## src/rtl/trs_pkg.sv

```systemverilog
package trs_pkg;
   localparam logic [1:0] LVL_USER  = 2'b00;
   localparam logic [1:0] LVL_SUPER = 2'b01;
   localparam logic [1:0] LVL_MACH  = 2'b11;

   localparam int B_SIE  = 1;
   localparam int B_MIE  = 3;
   localparam int B_SPIE = 5;
   localparam int B_MPIE = 7;
   localparam int B_SPP  = 8;
   localparam int B_MPP  = 11;
   localparam int B_MPRV = 17;
   localparam int B_SDT  = 24;
   localparam int B_MPV  = 39;
   localparam int B_SPV  = 7;

   localparam int RET_S  = 0;
   localparam int RET_M  = 1;
   localparam int RET_N  = 2;
   localparam int NUM_RET = 3;
endpackage

```

## src/rtl/trs_target.sv

```systemverilog
module trs_target
   import trs_pkg::*;
(
   input  logic [NUM_RET-1:0] ret_i,
   input  logic               virt_i,
   input  logic               spp_i,
   input  logic [1:0]         mpp_i,
   input  logic               mpv_i,
   input  logic               spv_i,
   input  logic [1:0]         nmi_prv_i,
   input  logic               nmi_pv_i,
   input  logic               hyp_i,
   output logic [1:0]         lvl_o,
   output logic               virt_o
);
   always_comb begin
      lvl_o  = LVL_MACH;
      virt_o = 1'b0;
      if (ret_i[RET_S]) begin
         lvl_o  = spp_i ? LVL_SUPER : LVL_USER;
         virt_o = virt_i | (hyp_i & spv_i);
      end else if (ret_i[RET_M]) begin
         lvl_o  = mpp_i;
         virt_o = hyp_i & mpv_i & (mpp_i != LVL_MACH);
      end else if (ret_i[RET_N]) begin
         lvl_o  = nmi_prv_i;
         virt_o = hyp_i & nmi_pv_i & (nmi_prv_i != LVL_MACH);
      end
   end
endmodule

```

## src/rtl/trs_sdt_ctl.sv

```systemverilog
module trs_sdt_ctl
   import trs_pkg::*;
#(
   parameter bit SDT_IMPL = 1'b1
)(
   input  logic [NUM_RET-1:0] ret_i,
   input  logic               en_i,
   input  logic               hyp_i,
   input  logic               virt_i,
   input  logic               spv_i,
   input  logic               spp_i,
   input  logic [1:0]         lvl_i,
   input  logic               tvirt_i,
   output logic               clr_m_o,
   output logic               clr_vs_o
);
   generate
      if (SDT_IMPL) begin : g_sdt
         logic is_mx, to_user, to_vsu, sret_vu;
         assign is_mx   = ret_i[RET_M] | ret_i[RET_N];
         assign to_user = (lvl_i == LVL_USER);
         assign to_vsu  = tvirt_i & ((lvl_i == LVL_USER) | (lvl_i == LVL_SUPER));
         assign sret_vu = hyp_i & ~virt_i & spv_i & ~spp_i;
         assign clr_m_o  = en_i & (ret_i[RET_S] | (is_mx & (to_user | to_vsu)));
         assign clr_vs_o = en_i & ((ret_i[RET_S] & sret_vu) |
                                   (is_mx & tvirt_i & to_user));
      end else begin : g_nosdt
         logic unused_sdt;
         assign unused_sdt = ^{ret_i, en_i, hyp_i, virt_i, spv_i, spp_i, lvl_i, tvirt_i};
         assign clr_m_o  = 1'b0;
         assign clr_vs_o = 1'b0;
      end
   endgenerate
endmodule

```

## src/rtl/trs_word_next.sv

```systemverilog
module trs_word_next
   import trs_pkg::*;
#(
   parameter int XLEN = 64
)(
   input  logic [NUM_RET-1:0] ret_i,
   input  logic [XLEN-1:0]    mstatus_i,
   input  logic [XLEN-1:0]    hstatus_i,
   input  logic [XLEN-1:0]    vsstatus_i,
   input  logic [1:0]         lvl_i,
   input  logic               hyp_i,
   input  logic               user_i,
   input  logic               v112_i,
   input  logic               clr_m_i,
   input  logic               clr_vs_i,
   output logic [XLEN-1:0]    mstatus_o,
   output logic [XLEN-1:0]    hstatus_o,
   output logic [XLEN-1:0]    vsstatus_o
);
   generate
      if (XLEN < B_MPV + 1) begin : g_bad_xlen
         $error("trs_word_next: XLEN too small for status layout");
      end
   endgenerate

   logic below_m;
   assign below_m = (lvl_i != LVL_MACH);

   always_comb begin
      mstatus_o  = mstatus_i;
      hstatus_o  = hstatus_i;
      vsstatus_o = vsstatus_i;
      if (ret_i[RET_S]) begin
         mstatus_o[B_SIE]  = mstatus_i[B_SPIE];
         mstatus_o[B_SPIE] = 1'b1;
         mstatus_o[B_SPP]  = 1'b0;
         if (v112_i) mstatus_o[B_MPRV] = 1'b0;
         if (hyp_i)  hstatus_o[B_SPV]  = 1'b0;
      end
      if (ret_i[RET_M]) begin
         mstatus_o[B_MIE]      = mstatus_i[B_MPIE];
         mstatus_o[B_MPIE]     = 1'b1;
         mstatus_o[B_MPP +: 2] = user_i ? LVL_USER : LVL_MACH;
         mstatus_o[B_MPV]      = 1'b0;
         if (below_m) mstatus_o[B_MPRV] = 1'b0;
      end
      if (ret_i[RET_N]) begin
         if (below_m) mstatus_o[B_MPRV] = 1'b0;
      end
      if (clr_m_i)  mstatus_o[B_SDT]  = 1'b0;
      if (clr_vs_i) vsstatus_o[B_SDT] = 1'b0;
   end
endmodule

```

## src/rtl/trap_ret_unit.sv

```systemverilog
module trap_ret_unit
   import trs_pkg::*;
#(
   parameter int XLEN     = 64,
   parameter bit SDT_IMPL = 1'b1
)(
   input  logic              clk_i,
   input  logic              rst_ni,
   input  logic [2:0]        ret_i,
   input  logic              virt_i,
   input  logic [XLEN-1:0]   mstatus_i,
   input  logic [XLEN-1:0]   hstatus_i,
   input  logic [XLEN-1:0]   vsstatus_i,
   input  logic [1:0]        nmi_prv_i,
   input  logic              nmi_pv_i,
   input  logic              cfg_hyp_i,
   input  logic              cfg_user_i,
   input  logic              cfg_dbltrp_i,
   input  logic              cfg_v112_i,
   output logic [XLEN-1:0]   mstatus_o,
   output logic [XLEN-1:0]   hstatus_o,
   output logic [XLEN-1:0]   vsstatus_o,
   output logic [1:0]        priv_o,
   output logic              virt_o
);
   localparam int RET_W = NUM_RET;

   generate
      if (RET_W != 3) begin : g_bad_ret
         $error("trap_ret_unit: strobe width mismatch");
      end
   endgenerate

   logic [1:0]      tgt_lvl;
   logic            tgt_virt;
   logic            clr_m, clr_vs;
   logic [XLEN-1:0] m_nx, h_nx, vs_nx;
   logic            any_ret;

   assign any_ret = |ret_i;

   trs_target u_target (
      .ret_i     (ret_i),
      .virt_i    (virt_i),
      .spp_i     (mstatus_i[B_SPP]),
      .mpp_i     (mstatus_i[B_MPP +: 2]),
      .mpv_i     (mstatus_i[B_MPV]),
      .spv_i     (hstatus_i[B_SPV]),
      .nmi_prv_i (nmi_prv_i),
      .nmi_pv_i  (nmi_pv_i),
      .hyp_i     (cfg_hyp_i),
      .lvl_o     (tgt_lvl),
      .virt_o    (tgt_virt)
   );

   trs_sdt_ctl #(.SDT_IMPL(SDT_IMPL)) u_sdt (
      .ret_i    (ret_i),
      .en_i     (cfg_dbltrp_i),
      .hyp_i    (cfg_hyp_i),
      .virt_i   (virt_i),
      .spv_i    (hstatus_i[B_SPV]),
      .spp_i    (mstatus_i[B_SPP]),
      .lvl_i    (tgt_lvl),
      .tvirt_i  (tgt_virt),
      .clr_m_o  (clr_m),
      .clr_vs_o (clr_vs)
   );

   trs_word_next #(.XLEN(XLEN)) u_next (
      .ret_i      (ret_i),
      .mstatus_i  (mstatus_i),
      .hstatus_i  (hstatus_i),
      .vsstatus_i (vsstatus_i),
      .lvl_i      (tgt_lvl),
      .hyp_i      (cfg_hyp_i),
      .user_i     (cfg_user_i),
      .v112_i     (cfg_v112_i),
      .clr_m_i    (clr_m),
      .clr_vs_i   (clr_vs),
      .mstatus_o  (m_nx),
      .hstatus_o  (h_nx),
      .vsstatus_o (vs_nx)
   );

   always_ff @(posedge clk_i or negedge rst_ni) begin
      if (!rst_ni) begin
         mstatus_o  <= '0;
         hstatus_o  <= '0;
         vsstatus_o <= '0;
         priv_o     <= LVL_MACH;
         virt_o     <= 1'b0;
      end else if (any_ret) begin
         mstatus_o  <= m_nx;
         hstatus_o  <= h_nx;
         vsstatus_o <= vs_nx;
         priv_o     <= tgt_lvl;
         virt_o     <= tgt_virt;
      end
   end

   AST_ONE_RET: assert property (@(posedge clk_i) disable iff (!rst_ni)
      $onehot0(ret_i));
   AST_HOLD: assert property (@(posedge clk_i) disable iff (!rst_ni)
      (ret_i == '0) |=> ($stable(mstatus_o) && $stable(vsstatus_o) && $stable(priv_o) && $stable(virt_o)));
   AST_SRET_FIELDS: assert property (@(posedge clk_i) disable iff (!rst_ni)
      ret_i[RET_S] |=> (mstatus_o[B_SPIE] && !mstatus_o[B_SPP] && priv_o != LVL_MACH));
   AST_SRET_SDT: assert property (@(posedge clk_i) disable iff (!rst_ni)
      (ret_i[RET_S] && cfg_dbltrp_i) |=> !mstatus_o[B_SDT]);
   AST_MRET_MPV: assert property (@(posedge clk_i) disable iff (!rst_ni)
      ret_i[RET_M] |=> (!mstatus_o[B_MPV] && mstatus_o[B_MPIE]));
   AST_MX_MPRV: assert property (@(posedge clk_i) disable iff (!rst_ni)
      ((ret_i[RET_M] || ret_i[RET_N]) && mstatus_i[B_MPRV]) |=> (mstatus_o[B_MPRV] == (priv_o == LVL_MACH)));
   AST_SDT_OFF: assert property (@(posedge clk_i) disable iff (!rst_ni)
      (any_ret && !cfg_dbltrp_i) |=> (mstatus_o[B_SDT] == $past(mstatus_i[B_SDT]) &&
                                      vsstatus_o[B_SDT] == $past(vsstatus_i[B_SDT])));
   AST_VU_SDT: assert property (@(posedge clk_i) disable iff (!rst_ni)
      ((ret_i[RET_M] || ret_i[RET_N]) && cfg_dbltrp_i) |=>
         ((virt_o && priv_o == LVL_USER) ? !vsstatus_o[B_SDT] : (vsstatus_o[B_SDT] == $past(vsstatus_i[B_SDT]))));
endmodule

```

## config.mk

```make
export PLATFORM = sky130hd
export DESIGN_NAME = trap_ret_unit
export DESIGN_NICKNAME = d
export VERILOG_FILES = /design/src/rtl/trs_pkg.sv /design/src/rtl/trs_target.sv /design/src/rtl/trs_sdt_ctl.sv /design/src/rtl/trs_word_next.sv /design/src/rtl/trap_ret_unit.sv
export SDC_FILE = /design/constraint.sdc
export NUM_CORES = 1
export LEC_CHECK = 0
export ABC_CLOCK_PERIOD_IN_PS = 1100
export CAP_MARGIN = 20
export CORE_AREA = 4 4 152 154
export CTS_CLUSTER_SIZE = 12
export DETAILED_ROUTE_END_ITERATION = 7
export DIE_AREA = 0 0 156 158
export MAX_ROUTING_LAYER = met4
export PLACE_DENSITY_LB_ADDON = 0.12
export SLEW_MARGIN = 5
export SYNTH_ARGS = -nofsm -noshare
export SYNTH_HDL_FRONTEND = slang
export SYNTH_SLANG_ARGS = --single-unit
```

## constraint.sdc

```tcl
create_clock -name clk_i -period 1.1 [get_ports clk_i]
set_clock_uncertainty 0.2 [all_clocks]
set_input_delay 0.33 -clock clk_i [delete_from_list [all_inputs] [get_ports clk_i]]
set_output_delay 0.33 -clock clk_i [all_outputs]
set_load 0.05 [all_outputs]
```

==> metrics.yaml, run 1 <==
outcome: "complete, but fails checks"
failed_checks: "negative setup slack"
drt_pass1_iterations: 5
accumulated_negative_setup_slack_ns: -143.20
cts_root_buffer: "sky130_fd_sc_hd__clkbuf_16"
path_clk_slew_ns: 0.08
drc: 0
1st_iter_drt_viols: 535
ys_async_sr_fraction: 1.000
post-route-util: 0.8880
die_width_um: 156
num-nets-final: 1656
yosys_register_bits: 195
m1WireLength_mm: 14.23
top_layer: "met4"
detailedPlace.worstSlack_ns: -1.078
route.final.wire_length_mm: 43.78
synthDistinctLibCells: 33
synth_top_flop_cell: "sky130_fd_sc_hd__dfrtp_1"
avgViaCountPerCell: 5.182
grt_use_total: 0.3056
fillCellCount: 794
yosysWarnings: 0
synth.mux.area_fraction: 0.007899
syn-cell-area_mm2: 0.007604
period_minus_ws_final_ns: 1.690
syn-instance-count: 849
std_cell_rows: 54
vdd_ir_drop_max_uv: 1037
routed-wl-met2_mm: 23.55
grt_start_max_net_pins: 32
share_of_the_synthesized_area_in_the_top_cell_type: 0.6352
ys_seq_area_frac: 0.6421
clock_latency_ns: 0.44
synth-compound-area-share: 0.02896
global_route.overflow_total: 0
clock_sink_count: 195
gp_congestion: 0.8696
grt_pass1_wl_mm: 55.11
floorplan.initialDensity: 0.3506
avg_cell_area_syn_um2: 8.956
seq_power_share: 0.365
floorplan.die_area_mm2: 0.02465
rsz0062_at_grt: "yes"
max_slew_violation_count: 0
max_cap_violations: 0
yosys.area_share.adder: 0
netSwitchingFraction: 0.3458
cts_max_path_buffers: 2
cts_tree: "built"
setup_viol: 388
cpLargestDelayFamily: "flip-flops"
crit_path_top_delay_cell: "sky130_fd_sc_hd__dfstp_2"
yosys-top-cells-area: "sky130_fd_sc_hd__dfrtp_1, sky130_fd_sc_hd__nand2_1, sky130_fd_sc_hd__buf_2, sky130_fd_sc_hd__buf_4, sky130_fd_sc_hd__mux2i_1"
critical_path.startpoint_type: "flip-flop"
cts-buffers-inserted: 17
detailedPlacementHpwl_mm: 20.81
cts-htree-levels: 4
power_frac_clock: 0.277
synth_common_cells: "sky130_fd_sc_hd__nand2_1, sky130_fd_sc_hd__dfrtp_1, sky130_fd_sc_hd__buf_2"
synthesis.nets: 1054
timing.critical_path.buf_inv: 1
achievable-frequency_ghz: 0.5915
crit_path_max_fanout: 2
slew-limit-headroom: 0.7618
drtAntennaViolNets: 0
synth_top_family_by_area: "simple AND/OR/NAND/NOR gates"
grt_antenna_before_repair: 1
power_report.internal_total_w: 0.01514
final_layout_size_suffix_gt1_frac: 0.5919
core_region_area_mm2: 0.02169
netSwitchingPower_w: 0.008001
cp_cell_sequence: "buf_12"
cp_data_required_time_ns: 0.57
crit_type: "flip-flop to primary output"
die_h_um: 158
leakagePower_nw: 9.069
routed-via-count: 9038
critPathMaxStageDelay_ns: 0.58
ios: 400
portBuffers: 399
syn_to_final_growth_pct: 153.3
wire_per_inst_um: 25.11
worst_pin_slew_ns: 0.3536
postLayoutSetupSlackWorst_ns: -0.5905
min_period_over_period: 1.537
hold_violations: 0
synth_edf_count: 0
wl_met3_mm: 3.669
comb_power_share: 0.358
first_global_vias: 9375
post_synth_xor_area_fraction: 0
power_per_cell_area_mw_per_mm2: 1202
post-synth-top-area-cell: "sky130_fd_sc_hd__dfrtp_1"
timing.critical_path.arrival_ns: 1.16
synthMostInstantiatedCell: "sky130_fd_sc_hd__nand2_1"
yosys.area_share.simple: 0.2863
setup.worst_path.end_class: "primary output"
hold_path.class: "primary input to flip-flop"
==> state kept, by name, indices dropped and copies added, names as in the netlist <==
name and count:
virt_o 1, priv_o 2, hstatus_o 64, vsstatus_o 64, mstatus_o 64
==> cell usage in the layout, fill, tap and decap left out, types with 20 or more instances in the layout <==
cell	n
sky130_fd_sc_hd__clkdlybuf4s50_1	190
sky130_fd_sc_hd__buf_6	29
sky130_fd_sc_hd__nand2_2	215
sky130_fd_sc_hd__buf_16	24
sky130_fd_sc_hd__nand2_4	144
sky130_fd_sc_hd__dfrtp_2	20
sky130_fd_sc_hd__clkbuf_16	21
sky130_fd_sc_hd__buf_8	21
sky130_fd_sc_hd__buf_4	95
sky130_fd_sc_hd__buf_12	250
sky130_fd_sc_hd__nand2_1	193
sky130_fd_sc_hd__dfrtp_1	173
==> layout make-up <==
cell class,instances,area [um2],share of cell area
Timing Repair Buffer,624,9129,0.4740
Clock inverter,13,143.9,0.007471
Tap cell,280,350.3,0.01819
Inverter,3,15.01,0.0007796
Sequential cell,195,4907,0.2548
Antenna cell,1,2.502,0.0001299
Clock buffer,18,429.2,0.02228
Multi-Input combinational cell,610,4282,0.2223
==> cells by family after synthesis <==
group / Yosys count
flops: 195
simple gates: 569
mux: 6
compound gates: 32
buf+inv: 47
==> worst paths after layout <==
check                                                start                    endpoint  slack (ns)  cells after the start
worst max register to register  vsstatus_o[17]$_DFFE_PN0P_  vsstatus_o[17]$_DFFE_PN0P_       -0.05                      4
max in group asynchronous                           rst_ni   mstatus_o[28]$_DFFE_PN0P_        0.04                      3
min in group asynchronous                           rst_ni  vsstatus_o[41]$_DFFE_PN0P_        0.17                      2
worst min register to register   hstatus_o[28]$_DFFE_PN0P_   hstatus_o[28]$_DFFE_PN0P_        0.33                      2
worst max-delay path                 priv_o[0]$_DFFE_PN1P_                   priv_o[0]       -0.59                      1
worst min-delay path                         mstatus_i[11]   mstatus_o[11]$_DFFE_PN0P_        0.05                      3
==> routing by layer <==
layer  GRT usage  up-vias
met4      0.1092        0
met3     0.08775      158
met5           -        -
met2      0.5637      502
li1            -     3817
met1      0.3073     4561
==> power by group through the flow <==
stage / Sequential (W) / Combinational (W) / Clock, W
after detailed placement: 0.00845 / 0.00636 / 0
after CTS: 0.00831 / 0.00750 / 0.00636
final: 0.00844 / 0.00828 / 0.00642
after global placement: 0.00843 / 0.00632 / 0
after floorplan: 0.0101 / 0.000722 / 0
after global routing: 0.00848 / 0.00854 / 0.00677
==> per-stage QoR <==
stage / instance area, um2 / std cells / total power [W] / hold slack [ns]
2_1_floorplan: 7640 / 849 / 0.01080 / -0.1656
3_3_place_gp: 14300 / 1536 / 0.01474 / 0.02091
3_5_place_dp: 14300 / 1536 / 0.01481 / 0.02161
4_1_cts: 17870 / 1715 / 0.02218 / 0.03548
5_1_grt: 19260 / 1744 / 0.02380 / 0.07012
6_report: 19260 / 1744 / 0.02314 / 0.04979
==> timing repair <==
| item | in CTS | in global routing |
|---|---|---|
| setup buffers | 101 | 62 |
| pin swaps | 138 | 257 |
| resized for setup | 253 | 485 |
| hold buffers | 1 | 0 |
| endpoints found under the hold margin | 194 | 0 |
| setup endpoints to repair | 390 | 390 |
| gates cloned | 48 | 4 |
(Power assumes the default switching activity.)
==> run 2, diff against run 1 <==
SETUP_SLACK_MARGIN = 0.2   (was default)
==> run 2 against run 1 <==
Net effect: the run ends with negative hold slack, negative setup slack left; global-route usage shrank 0.46 points; non-clock buffer count grew 16; highest routed layer unchanged; cell count grew 0.92%; critical path depth is the same.
==> metrics.yaml, run 2 (synthesized netlist as in run 1, its figures left out) <==
setup_viol: 390
cpLargestDelayFamily: "flip-flops"
global_route.overflow_total: 0
failed_checks: "negative hold slack, negative setup slack"
critical_path.startpoint_type: "flip-flop"
critPathMaxStageDelay_ns: 0.57
crit_path_max_fanout: 2
hold_path.class: "primary input to asynchronous set/reset pin"
clock_latency_ns: 0.44
grt_antenna_before_repair: 1
die_h_um: 158
layout_commonest_cell: "sky130_fd_sc_hd__buf_12"
cts_tree: "built"
first_global_vias: 9178
r2r.worst_path.cells: 4
detailedPlacementHpwl_mm: 20.81
floorplan.die_area_mm2: 0.02465
period_minus_ws_final_ns: 1.677
max_slew_violation_count: 0
vdd_ir_drop_max_uv: 1262
path_clk_slew_ns: 0.08
drc: 0
core_region_area_mm2: 0.02169
cts_max_path_buffers: 2
hold_ws_ns: -0.4269
clock_sink_count: 195
wire_per_inst_um: 25.74
drtAntennaViolNets: 0
num-nets-final: 1672
rsz0062_at_grt: "yes"
hold_violations: 194
cts-htree-levels: 4
slew-limit-headroom: 0.8013
achievable-frequency_ghz: 0.5963
min_period_over_period: 1.524
leading_cell_types_in_the_layout_fill_and_taps_excluded: "sky130_fd_sc_hd__buf_12, sky130_fd_sc_hd__nand2_1, sky130_fd_sc_hd__nand2_2, sky130_fd_sc_hd__clkdlybuf4s50_1, sky130_fd_sc_hd__dfrtp_1"
cp_data_required_time_ns: 0.57
ios: 400
largestRegisters: "hstatus_o x64, mstatus_o x64, vsstatus_o x64"
power_per_cell_area_mw_per_mm2: 1183
accumulated_negative_setup_slack_ns: -150.93
route.final.wire_length_mm: 45.30
syn_to_final_growth_pct: 158.9
drt_pass1_iterations: 5
crit_type: "flip-flop to primary output"
portBuffers: 399
grt_use_total: 0.3010
leakagePower_nw: 9.341
count_of_cell_instances_traversed_by_the_critical_path: 1
grt_pass1_wl_mm: 53.99
gp_congestion: 0.8696
die_width_um: 156
postLayoutSetupSlackWorst_ns: -0.5769
cts-buffers-inserted: 17
final_layout_size_suffix_gt1_frac: 0.5801
cp_cell_sequence: "buf_12"
setup.worst_path.end_class: "primary output"
floorplan.initialDensity: 0.3506
avgViaCountPerCell: 5.169
std_cell_rows: 54
timing.critical_path.arrival_ns: 1.15
routed-via-count: 9097
grt_start_max_net_pins: 32
1st_iter_drt_viols: 498
timing.critical_path.buf_inv: 1
worst_pin_slew_ns: 0.2980
max_cap_violations: 0
crit_path_top_delay_cell: "sky130_fd_sc_hd__dfstp_2"
outcome: "complete, but fails checks"
cts_root_buffer: "sky130_fd_sc_hd__clkbuf_16"
run 2: power by group:
part	internal, W	switching, W	total, W	leakage [nW]
logic	0.00432	0.00414	0.00845	6.78
clock network	0.00322	0.00317	0.00639	0.279
registers	0.00772	0.000722	0.00844	2.29
run 2: path summary, 6_finish.rpt:
path / startpoint / end / slack, ns
hold reg to reg: mstatus_o[25]$_DFFE_PN0P_ / mstatus_o[25]$_DFFE_PN0P_ / 0.34
setup reg to reg: mstatus_o[49]$_DFFE_PN0P_ / mstatus_o[49]$_DFFE_PN0P_ / -0.04
min in group clk_i: mstatus_i[11] / mstatus_o[11]$_DFFE_PN0P_ / 0.06
setup / recovery: priv_o[1]$_DFFE_PN1P_ / priv_o[1] / -0.58
hold / removal: rst_ni / vsstatus_o[5]$_DFFE_PN0P_ / -0.43
max in group asynchronous: rst_ni / mstatus_o[28]$_DFFE_PN0P_ / 0.65
run 2: final cells by class:
cell class	instances	area [um2]
antenna	1	2.502
clock buffer	18	429.2
clock inverter	13	143.9
fill	735	2001
inverter	3	15.01
multi-input combinational	610	4174
sequential	195	4901
tap	280	350.3
timing repair buffer	640	9672
run 2: routing by layer:
| layer | track usage | vias up | share of wire |
|---|---|---|---|
| li1 | - | 3864 | - |
| met1 | 0.3069 | 4545 | 0.32 |
| met2 | 0.5366 | 521 | 0.54 |
| met3 | 0.08830 | 167 | 0.080 |
| met4 | 0.1326 | 0 | 0.057 |
| met5 | - | - | 0 |
run 2: repair_timing:
action,CTS,global route
pin swaps,139,232
cloned,48,4
gates resized for setup,250,422
setup endpoints to repair,390,390
endpoints found under the hold margin,194,193
setup buffers,97,43
run 2: metrics by stage:
stage | utilization | cell area [um2] | setup WS (ns) | std cells | total power [W]
3_3_place_gp | 0.6595 | 14300 | -1.039 | 1536 | 0.01474
3_5_place_dp | 0.6595 | 14300 | -1.078 | 1536 | 0.01481
5_1_grt | 0.9078 | 19690 | -0.6044 | 1760 | 0.02398
6_report | 0.9078 | 19690 | -0.5769 | 1760 | 0.02329
4_1_cts | 0.8224 | 17840 | -0.5946 | 1712 | 0.02217
2_1_floorplan | - | 7640 | -0.4458 | 849 | 0.01080
